===== config.mk =====
export PLATFORM = sky130hd
export DESIGN_NAME = itx_2d
export DESIGN_NICKNAME = d
export VERILOG_FILES = /design/src/rtl/itx_pkg.sv /design/src/rtl/itx_ctrl.sv /design/src/rtl/itx_kernel.sv /design/src/rtl/itx_scale.sv /design/src/rtl/itx_2d.sv
export SDC_FILE = /design/constraint.sdc
export NUM_CORES = 2
export LEC_CHECK = 0
export BUFFER_PORTS_ARGS = -buffer_cell sky130_fd_sc_hd__buf_2
export CAP_MARGIN = 10
export CORE_ASPECT_RATIO = 1.1
export CORE_MARGIN = 5
export CORE_UTILIZATION = 30
export CTS_CLUSTER_SIZE = 28
export DETAILED_ROUTE_END_ITERATION = 8
export PLACE_DENSITY = 0.46
export SYNTH_ARGS = -nofsm -noshare
export SYNTH_HDL_FRONTEND = slang
export SYNTH_SLANG_ARGS = --single-unit

===== constraint.sdc =====
create_clock -name clk -period 13.47 [get_ports clk]
set_input_delay 0.6735 -clock clk [delete_from_list [all_inputs] [get_ports clk]]
set_output_delay 0.6735 -clock clk [all_outputs]
set_load 0.1 [all_outputs]

===== src/rtl/itx_pkg.sv =====
`timescale 1ns/1ps
package itx_pkg;
    localparam int NP     = 8;          // points per vector
    localparam int HP     = NP / 2;     // points per half in 4-point mode
    localparam int CW     = 12;         // coefficient width
    localparam int IW     = 16;         // intermediate (row result) width
    localparam int OW     = 10;         // residual width
    localparam int AW     = IW + 8;     // accumulation width
    localparam int IDXW   = $clog2(NP);
    localparam int ROW_SH = 3;
    localparam int COL_SH = 7;

    typedef logic signed [AW-1:0] acc_t;
    typedef logic signed [IW-1:0] mid_t;
    typedef logic signed [OW-1:0] res_t;

    typedef enum logic [1:0] {
        TX_8X8 = 2'd0,
        TX_8X4 = 2'd1,
        TX_4X8 = 2'd2,
        TX_4X4 = 2'd3
    } tx_type_e;

    typedef struct packed {
        logic            col_phase;
        logic            mode8;
        logic [IDXW-1:0] idx;
    } itx_ctl_t;

    function automatic logic wide8(tx_type_e t);
        return (t == TX_8X8) || (t == TX_8X4);
    endfunction

    function automatic logic tall8(tx_type_e t);
        return (t == TX_8X8) || (t == TX_4X8);
    endfunction

    // constant products as shift-add networks
    function automatic acc_t m4(acc_t v);  return v <<< 2;                          endfunction
    function automatic acc_t m6(acc_t v);  return (v <<< 2) + (v <<< 1);            endfunction
    function automatic acc_t m9(acc_t v);  return (v <<< 3) + v;                    endfunction
    function automatic acc_t m10(acc_t v); return (v <<< 3) + (v <<< 1);            endfunction
    function automatic acc_t m12(acc_t v); return (v <<< 3) + (v <<< 2);            endfunction
    function automatic acc_t m15(acc_t v); return (v <<< 4) - v;                    endfunction
    function automatic acc_t m16(acc_t v); return v <<< 4;                          endfunction
    function automatic acc_t m17(acc_t v); return (v <<< 4) + v;                    endfunction
    function automatic acc_t m22(acc_t v); return (v <<< 4) + (v <<< 2) + (v <<< 1); endfunction
endpackage


===== src/rtl/itx_ctrl.sv =====
`timescale 1ns/1ps
module itx_ctrl
    import itx_pkg::*;
(
    input  logic     clk,
    input  logic     rst,
    input  logic     in_valid,
    input  tx_type_e in_type,
    output logic     in_ready,
    output logic     take,
    output itx_ctl_t ctl
);
    localparam logic [IDXW-1:0] LAST = IDXW'(NP - 1);

    logic            col_phase;
    logic [IDXW-1:0] cnt;
    tx_type_e        type_q;
    tx_type_e        cur_type;

    assign in_ready = !col_phase;
    assign take     = in_valid && in_ready;
    assign cur_type = (cnt == '0) ? in_type : type_q;

    always_comb begin
        ctl.col_phase = col_phase;
        ctl.idx       = cnt;
        ctl.mode8     = col_phase ? tall8(type_q) : wide8(cur_type);
    end

    always_ff @(posedge clk) begin
        if (rst) begin
            col_phase <= 1'b0;
            cnt       <= '0;
            type_q    <= TX_8X8;
        end else if (col_phase) begin
            cnt <= cnt + 1'b1;
            if (cnt == LAST) col_phase <= 1'b0;
        end else if (take) begin
            if (cnt == '0) type_q <= in_type;
            cnt <= cnt + 1'b1;
            if (cnt == LAST) col_phase <= 1'b1;
        end
    end


    type_hold_chk: assert property (@(posedge clk) disable iff (rst)
        (cnt != '0 || col_phase) |=> $stable(type_q));


    idle_hold_chk: assert property (@(posedge clk) disable iff (rst)
        (!col_phase && !in_valid) |=> ($stable(cnt) && !col_phase));


    phase_enter_chk: assert property (@(posedge clk) disable iff (rst)
        (take && cnt == LAST) |=> (col_phase && cnt == '0));


    phase_leave_chk: assert property (@(posedge clk) disable iff (rst)
        (col_phase && cnt == LAST) |=> (in_ready && cnt == '0));
endmodule


===== src/rtl/itx_kernel.sv =====
`timescale 1ns/1ps
module itx_kernel
    import itx_pkg::*;
(
    input  acc_t x [NP],
    input  logic mode8,
    output acc_t y [NP]
);
    localparam int LANES = HP;

    acc_t pre_s, pre_d, ka_s, ka_d;
    acc_t t2, t3;
    acc_t ca, da, ab, bb, cb, db;
    acc_t o0, o1, o2, o3;
    acc_t p [LANES];
    acc_t q [LANES];
    acc_t s [LANES];
    acc_t d [LANES];

    // shared pre-adder: x0 with x4 (8-point) or x2 (4-point, left half)
    always_comb begin
        pre_s = x[0] + (mode8 ? x[4] : x[2]);
        pre_d = x[0] - (mode8 ? x[4] : x[2]);
        ka_s  = mode8 ? m12(pre_s) : m17(pre_s);
        ka_d  = mode8 ? m12(pre_d) : m17(pre_d);
    end

    // 8-point even remainder and odd part
    always_comb begin
        t2 = m16(x[2]) + m6(x[6]);
        t3 = m6(x[2])  - m16(x[6]);
        o0 = m16(x[1]) + m15(x[3]) + m9(x[5])  + m4(x[7]);
        o1 = m15(x[1]) - m4(x[3])  - m16(x[5]) - m9(x[7]);
        o2 = m9(x[1])  - m16(x[3]) + m4(x[5])  + m15(x[7]);
        o3 = m4(x[1])  - m9(x[3])  + m15(x[5]) - m16(x[7]);
    end

    // 4-point terms of both halves
    always_comb begin
        ca = m22(x[1]) + m10(x[3]);
        da = m10(x[1]) - m22(x[3]);
        ab = m17(x[4] + x[6]);
        bb = m17(x[4] - x[6]);
        cb = m22(x[5]) + m10(x[7]);
        db = m10(x[5]) - m22(x[7]);
    end

    // lane operands
    always_comb begin
        if (mode8) begin
            p[0] = ka_s + t2;  q[0] = o0;
            p[1] = ka_d + t3;  q[1] = o1;
            p[2] = ka_d - t3;  q[2] = o2;
            p[3] = ka_s - t2;  q[3] = o3;
        end else begin
            p[0] = ka_s;       q[0] = ca;
            p[1] = ka_d;       q[1] = da;
            p[2] = ab;         q[2] = cb;
            p[3] = bb;         q[3] = db;
        end
    end

    // shared butterfly lanes
    for (genvar l = 0; l < LANES; l++) begin : g_bfly
        assign s[l] = p[l] + q[l];
        assign d[l] = p[l] - q[l];
    end

    // output placement per mode
    always_comb begin
        for (int i = 0; i < NP; i++) y[i] = '0;
        for (int l = 0; l < LANES; l++) begin
            if (mode8) begin
                y[l]          = s[l];
                y[NP - 1 - l] = d[l];
            end else begin
                y[(l / 2) * HP + (l % 2)]          = s[l];
                y[(l / 2) * HP + HP - 1 - (l % 2)] = d[l];
            end
        end
    end
endmodule


===== src/rtl/itx_scale.sv =====
`timescale 1ns/1ps
module itx_scale
    import itx_pkg::*;
(
    input  acc_t y [NP],
    input  logic col8,
    output mid_t row_o [NP],
    output res_t col_o [NP]
);
    localparam acc_t ROW_RND = acc_t'(1 <<< (ROW_SH - 1));
    localparam acc_t COL_RND = acc_t'(1 <<< (COL_SH - 1));
    localparam acc_t OMAX    = acc_t'((1 <<< (OW - 1)) - 1);
    localparam acc_t OMIN    = acc_t'(-(1 <<< (OW - 1)));

    for (genvar i = 0; i < NP; i++) begin : g_lane
        acc_t rr, cr, bias;
        always_comb begin
            rr       = (y[i] + ROW_RND) >>> ROW_SH;
            row_o[i] = rr[IW-1:0];
            bias     = (col8 && i >= HP) ? acc_t'(1) : acc_t'(0);
            cr       = (y[i] + COL_RND + bias) >>> COL_SH;
            if (cr > OMAX)      col_o[i] = OMAX[OW-1:0];
            else if (cr < OMIN) col_o[i] = OMIN[OW-1:0];
            else                col_o[i] = cr[OW-1:0];
        end
    end
endmodule


===== src/rtl/itx_2d.sv =====
`timescale 1ns/1ps
module itx_2d
    import itx_pkg::*;
(
    input  logic               clk,
    input  logic               rst,
    input  logic               in_valid,
    output logic               in_ready,
    input  logic [1:0]         in_type,
    input  logic [NP*CW-1:0]   in_coef,
    output logic               out_valid,
    output logic [NP*OW-1:0]   out_data
);
    localparam acc_t ROW_HI = acc_t'(((1 <<< (IW - 1)) - 1) <<< ROW_SH);
    localparam acc_t ROW_LO = acc_t'(-(1 <<< (IW - 1 + ROW_SH)));

    logic     take;
    itx_ctl_t ctl;
    acc_t     kin  [NP];
    acc_t     kout [NP];
    mid_t     row_o [NP];
    res_t     col_o [NP];
    mid_t     tbuf [NP][NP];

    itx_ctrl u_ctrl (
        .clk      (clk),
        .rst      (rst),
        .in_valid (in_valid),
        .in_type  (tx_type_e'(in_type)),
        .in_ready (in_ready),
        .take     (take),
        .ctl      (ctl)
    );

    // kernel input: coefficient row or a transpose-stage column
    always_comb begin
        for (int k = 0; k < NP; k++) begin
            if (ctl.col_phase) kin[k] = acc_t'(tbuf[k][ctl.idx]);
            else               kin[k] = acc_t'($signed(in_coef[k*CW +: CW]));
        end
    end

    itx_kernel u_kernel (
        .x     (kin),
        .mode8 (ctl.mode8),
        .y     (kout)
    );

    itx_scale u_scale (
        .y     (kout),
        .col8  (ctl.mode8),
        .row_o (row_o),
        .col_o (col_o)
    );

    always_ff @(posedge clk) begin
        if (take) begin
            for (int k = 0; k < NP; k++) tbuf[ctl.idx][k] <= row_o[k];
        end
    end

    always_ff @(posedge clk) begin
        if (rst) begin
            out_valid <= 1'b0;
            out_data  <= '0;
        end else begin
            out_valid <= ctl.col_phase;
            if (ctl.col_phase) begin
                for (int k = 0; k < NP; k++) out_data[k*OW +: OW] <= col_o[k];
            end
        end
    end


    out_after_col_chk: assert property (@(posedge clk) disable iff (rst)
        out_valid |-> $past(!in_ready));


    no_load_in_col_chk: assert property (@(posedge clk) disable iff (rst)
        (in_valid && !in_ready) |-> !take);

    for (genvar i = 0; i < NP; i++) begin : g_fit

        no_overflow_chk: assert property (@(posedge clk) disable iff (rst)
            take |-> (kout[i] <= ROW_HI && kout[i] >= ROW_LO));
    end
endmodule


==> reports/metrics.cfg <==
[grt]
globalRouteMet2Util=0.427
globalRoute.totalOverflow=0
top_usage_layer=met2
grtUsageTotal=0.265
grt_first_pass_wirelength_mm=611
grt_start_max_net_pins=87
grt_pass1_vias=75425
initial_antenna_violation_count=21
grt_use_met1=0.339
gr-usage-met3=0.0363

[routing]
drc_marker_count_from_the_first_detailed_route_iteration=8398
drc=4
detail_route.wirelength_mm=447
final_antenna_net_count=0
firstDrtPassIters=9
number_of_vias_in_the_routed_layout=78360
avgViaCountPerCell=5.48
post_drt_wl_per_cell_um=31.3

[cells_and_area]
layout.cells.most_common=edfxtp_1
areaGrowthSynthToFinish_pct=14.7
number_of_nets_in_the_layout=11363
layout-drive-gt1-share=0.139
n_fill_cell=31906
leading_cell_types_in_the_layout_fill_and_taps_excluded=edfxtp_1 (1024), inv_1 (863), nor2_1 (777), ha_1 (730), buf_4 (654)
utilization=0.345

[timing]
rsz0062_at_grt=false
finalHoldWorstSlack_ns=0.265
finalHoldViolations=0
post-route-period-util=0.957
timing.max_slew.rel_slack=0.0706
total_negative_slack_ns=0
max_freq_mhz=77.6
total_of_endpoints_with_negative_setup_slack_in_the_final_report=0
skew_ns=0.0644
final.min_clock_period_ns=12.89
worst-slew-pin-transition_ns=1.39
report.final.slew_viol_count=0

[cts]
cts_h_tree_depth=3
path_clk_slew_ns=0.07
cts_made_buffers=107
cts_buffer_depth=3
cts-root-buf=clkbuf_16
hold_buffers=0
clock_sinks=1111
tritoncts=yes
worstSkewPairLatency_ns=0.77

[critical_path]
cp-end-kind=register
endpoint_of_the_most_critical_register_to_register_path=out_data[61]
timing.critical_path.max_delay_family=compound AO/OA/AOI/OAI gates
endpoint=out_data[61]
startpoint=u_ctrl.cnt[0]
crit_slowest_cell=a21oi_1
timing.critical_path.mode_cell=a21oi_1
critical_path_arrival_ns=13.57
critical_path_buf_inv_count=7
max_stage_delay_ns=0.98
critical_path.reg2reg.startpoint=u_ctrl.cnt[0]
worst_ep_required_time_ns=14.15
worstPathMaxFanout=49
critPathLaunchType=register
r2r.worst_path.cells=50
flop2flop_setup_slack_ns=0.58
path_class=register to register
cp.depth=50

[placed_design]
gpl.final_weighted_congestion=1.01
dp.final_hpwl_mm=364
port_buffers=182

[floorplanning]
die_h_um=599
fp.dieW_um=545
floorplan.io_pins=183
fp-row-count=216
floorplan.initialDensity=0.301
die_area_um2=326000
core_region_area_um2=314000

[worst_hold_path]
hold_path_class=primary input to register

[synthesis]
synth_top_family_by_area=adder cells
synthSimpleGateAreaFrac=0.115
post_syn_area_per_cell_um2=10.0
synth.net_count=10766
ys.warnings.count=0
synth_edf_count=1024
yosys.area_share.xor_xnor=0.0692
synth_cell_type_count=134
netlist_area_um2=94500
dominantRegCellSynth=edfxtp_1
synth_fa_ha_area_frac=0.201
synth_async_sr_flop_share=0
yosys_register_bits=1111
synthesis.instances=9446
synth.area.mux_share=0.0418
ys_seq_area_frac=0.344
synth-compound-area-share=0.178

[run_status]
failing_checks=DRC
run_status=finished with violations

[job]
timing.max_cap.violations=0

[sequential cells by signal, indices dropped and copies added (netlist names), named ones only]
register,cells
out_valid,1
tbuf,1024
u_ctrl.type_q,1
u_ctrl.col_phase,1
u_ctrl.cnt,3
out_data,80
[per-stage QoR]
step,setup WS [ns],std cells,instance area [um2]
detailed placement,0.453,14073,105000
global placement,0.299,14071,105000
finish,0.581,14287,108000
global route,0.0243,14273,108000
floorplan,0.337,9446,94500
CTS,0.397,14270,108000
[synth_stat cells (all sizes together) (104+ instances only)]
master | count | share of area
a211oi | 110 | 0.0089
inv | 871 | 0.035
edfxtp | 1024 | 0.33
a21o | 226 | 0.018
xnor2 | 531 | 0.050
buf | 111 | 0.0057
xor2 | 195 | 0.018
nand2b | 104 | 0.0069
nand3 | 134 | 0.0071
nor3 | 172 | 0.0091
nand2 | 597 | 0.024
ha | 730 | 0.097
mux2 | 119 | 0.014
clkbuf | 254 | 0.010
o21bai | 124 | 0.0098
fa | 489 | 0.10
mux2i | 212 | 0.023
nor2 | 796 | 0.032
a21oi | 619 | 0.033
o21ai | 445 | 0.024
a221oi | 131 | 0.012
[how the worst min path moves through the flow]
stage	startpoint	endpoint	slack (ns)	depth (start not counted)
floorplan	register	register	0.45	2
global placement	u_ctrl.type_q[1]	u_ctrl.type_q[1]	0.47	2
detailed placement	register	register	0.48	2
CTS	rst	out_data[49]	0.21	2
global route	rst	out_data[0]	0.26	2
finish	rst	out_data[49]	0.26	2
[worst register-to-register path, delay by kind of cell (launching register included)]
family,cells,cell delay (ns)
AO/OA/AOI/OAI,19,4.74
AND/OR/NAND/NOR,12,2.51
adder cells (fa/ha/maj),5,1.62
XOR/XNOR,5,1.53
buffers and inverters,7,1.41
multiplexers,2,0.64
flip-flops,1,0.42
[repair_timing]
item / CTS / global route
buffers inserted: 0 / 1
setup endpoints to repair: 0 / 44
gates resized for setup: 0 / 9
[routing by layer]
layer / wire length, um / share of wire
met5: 60 / 0.00013
met4: 32600 / 0.073
met3: 27600 / 0.062
met2: 203000 / 0.45
met1: 184000 / 0.41
[cell type report]
class | count | area, um2 | share of cell area
multi-input combinational | 7095 | 57800 | 0.533
sequential | 1111 | 32500 | 0.300
timing repair buffer | 855 | 6180 | 0.0570
tap | 4142 | 5180 | 0.0478
inverter | 873 | 3280 | 0.0303
clock buffer | 131 | 2770 | 0.0255
clock inverter | 66 | 688 | 0.00635
antenna | 14 | 35.0 | 0.000323
[logic make-up (layout without fill, tap and decap cells)]
logic type               Yosys count  in the layout
AND/OR/NAND/NOR                 2316           2316
other                              0             14
flip-flops                      1111           1111
AO/OA/AOI/OAI                   2471           2471
adder cells (fa/ha/maj)         1224           1224
buffers and inverters           1240           1925
XOR/XNOR                         732            732
multiplexers                     352            352
Power is not shown: default switching activity piles up to over one toggle a cycle in this logic, so the estimate is an artifact.
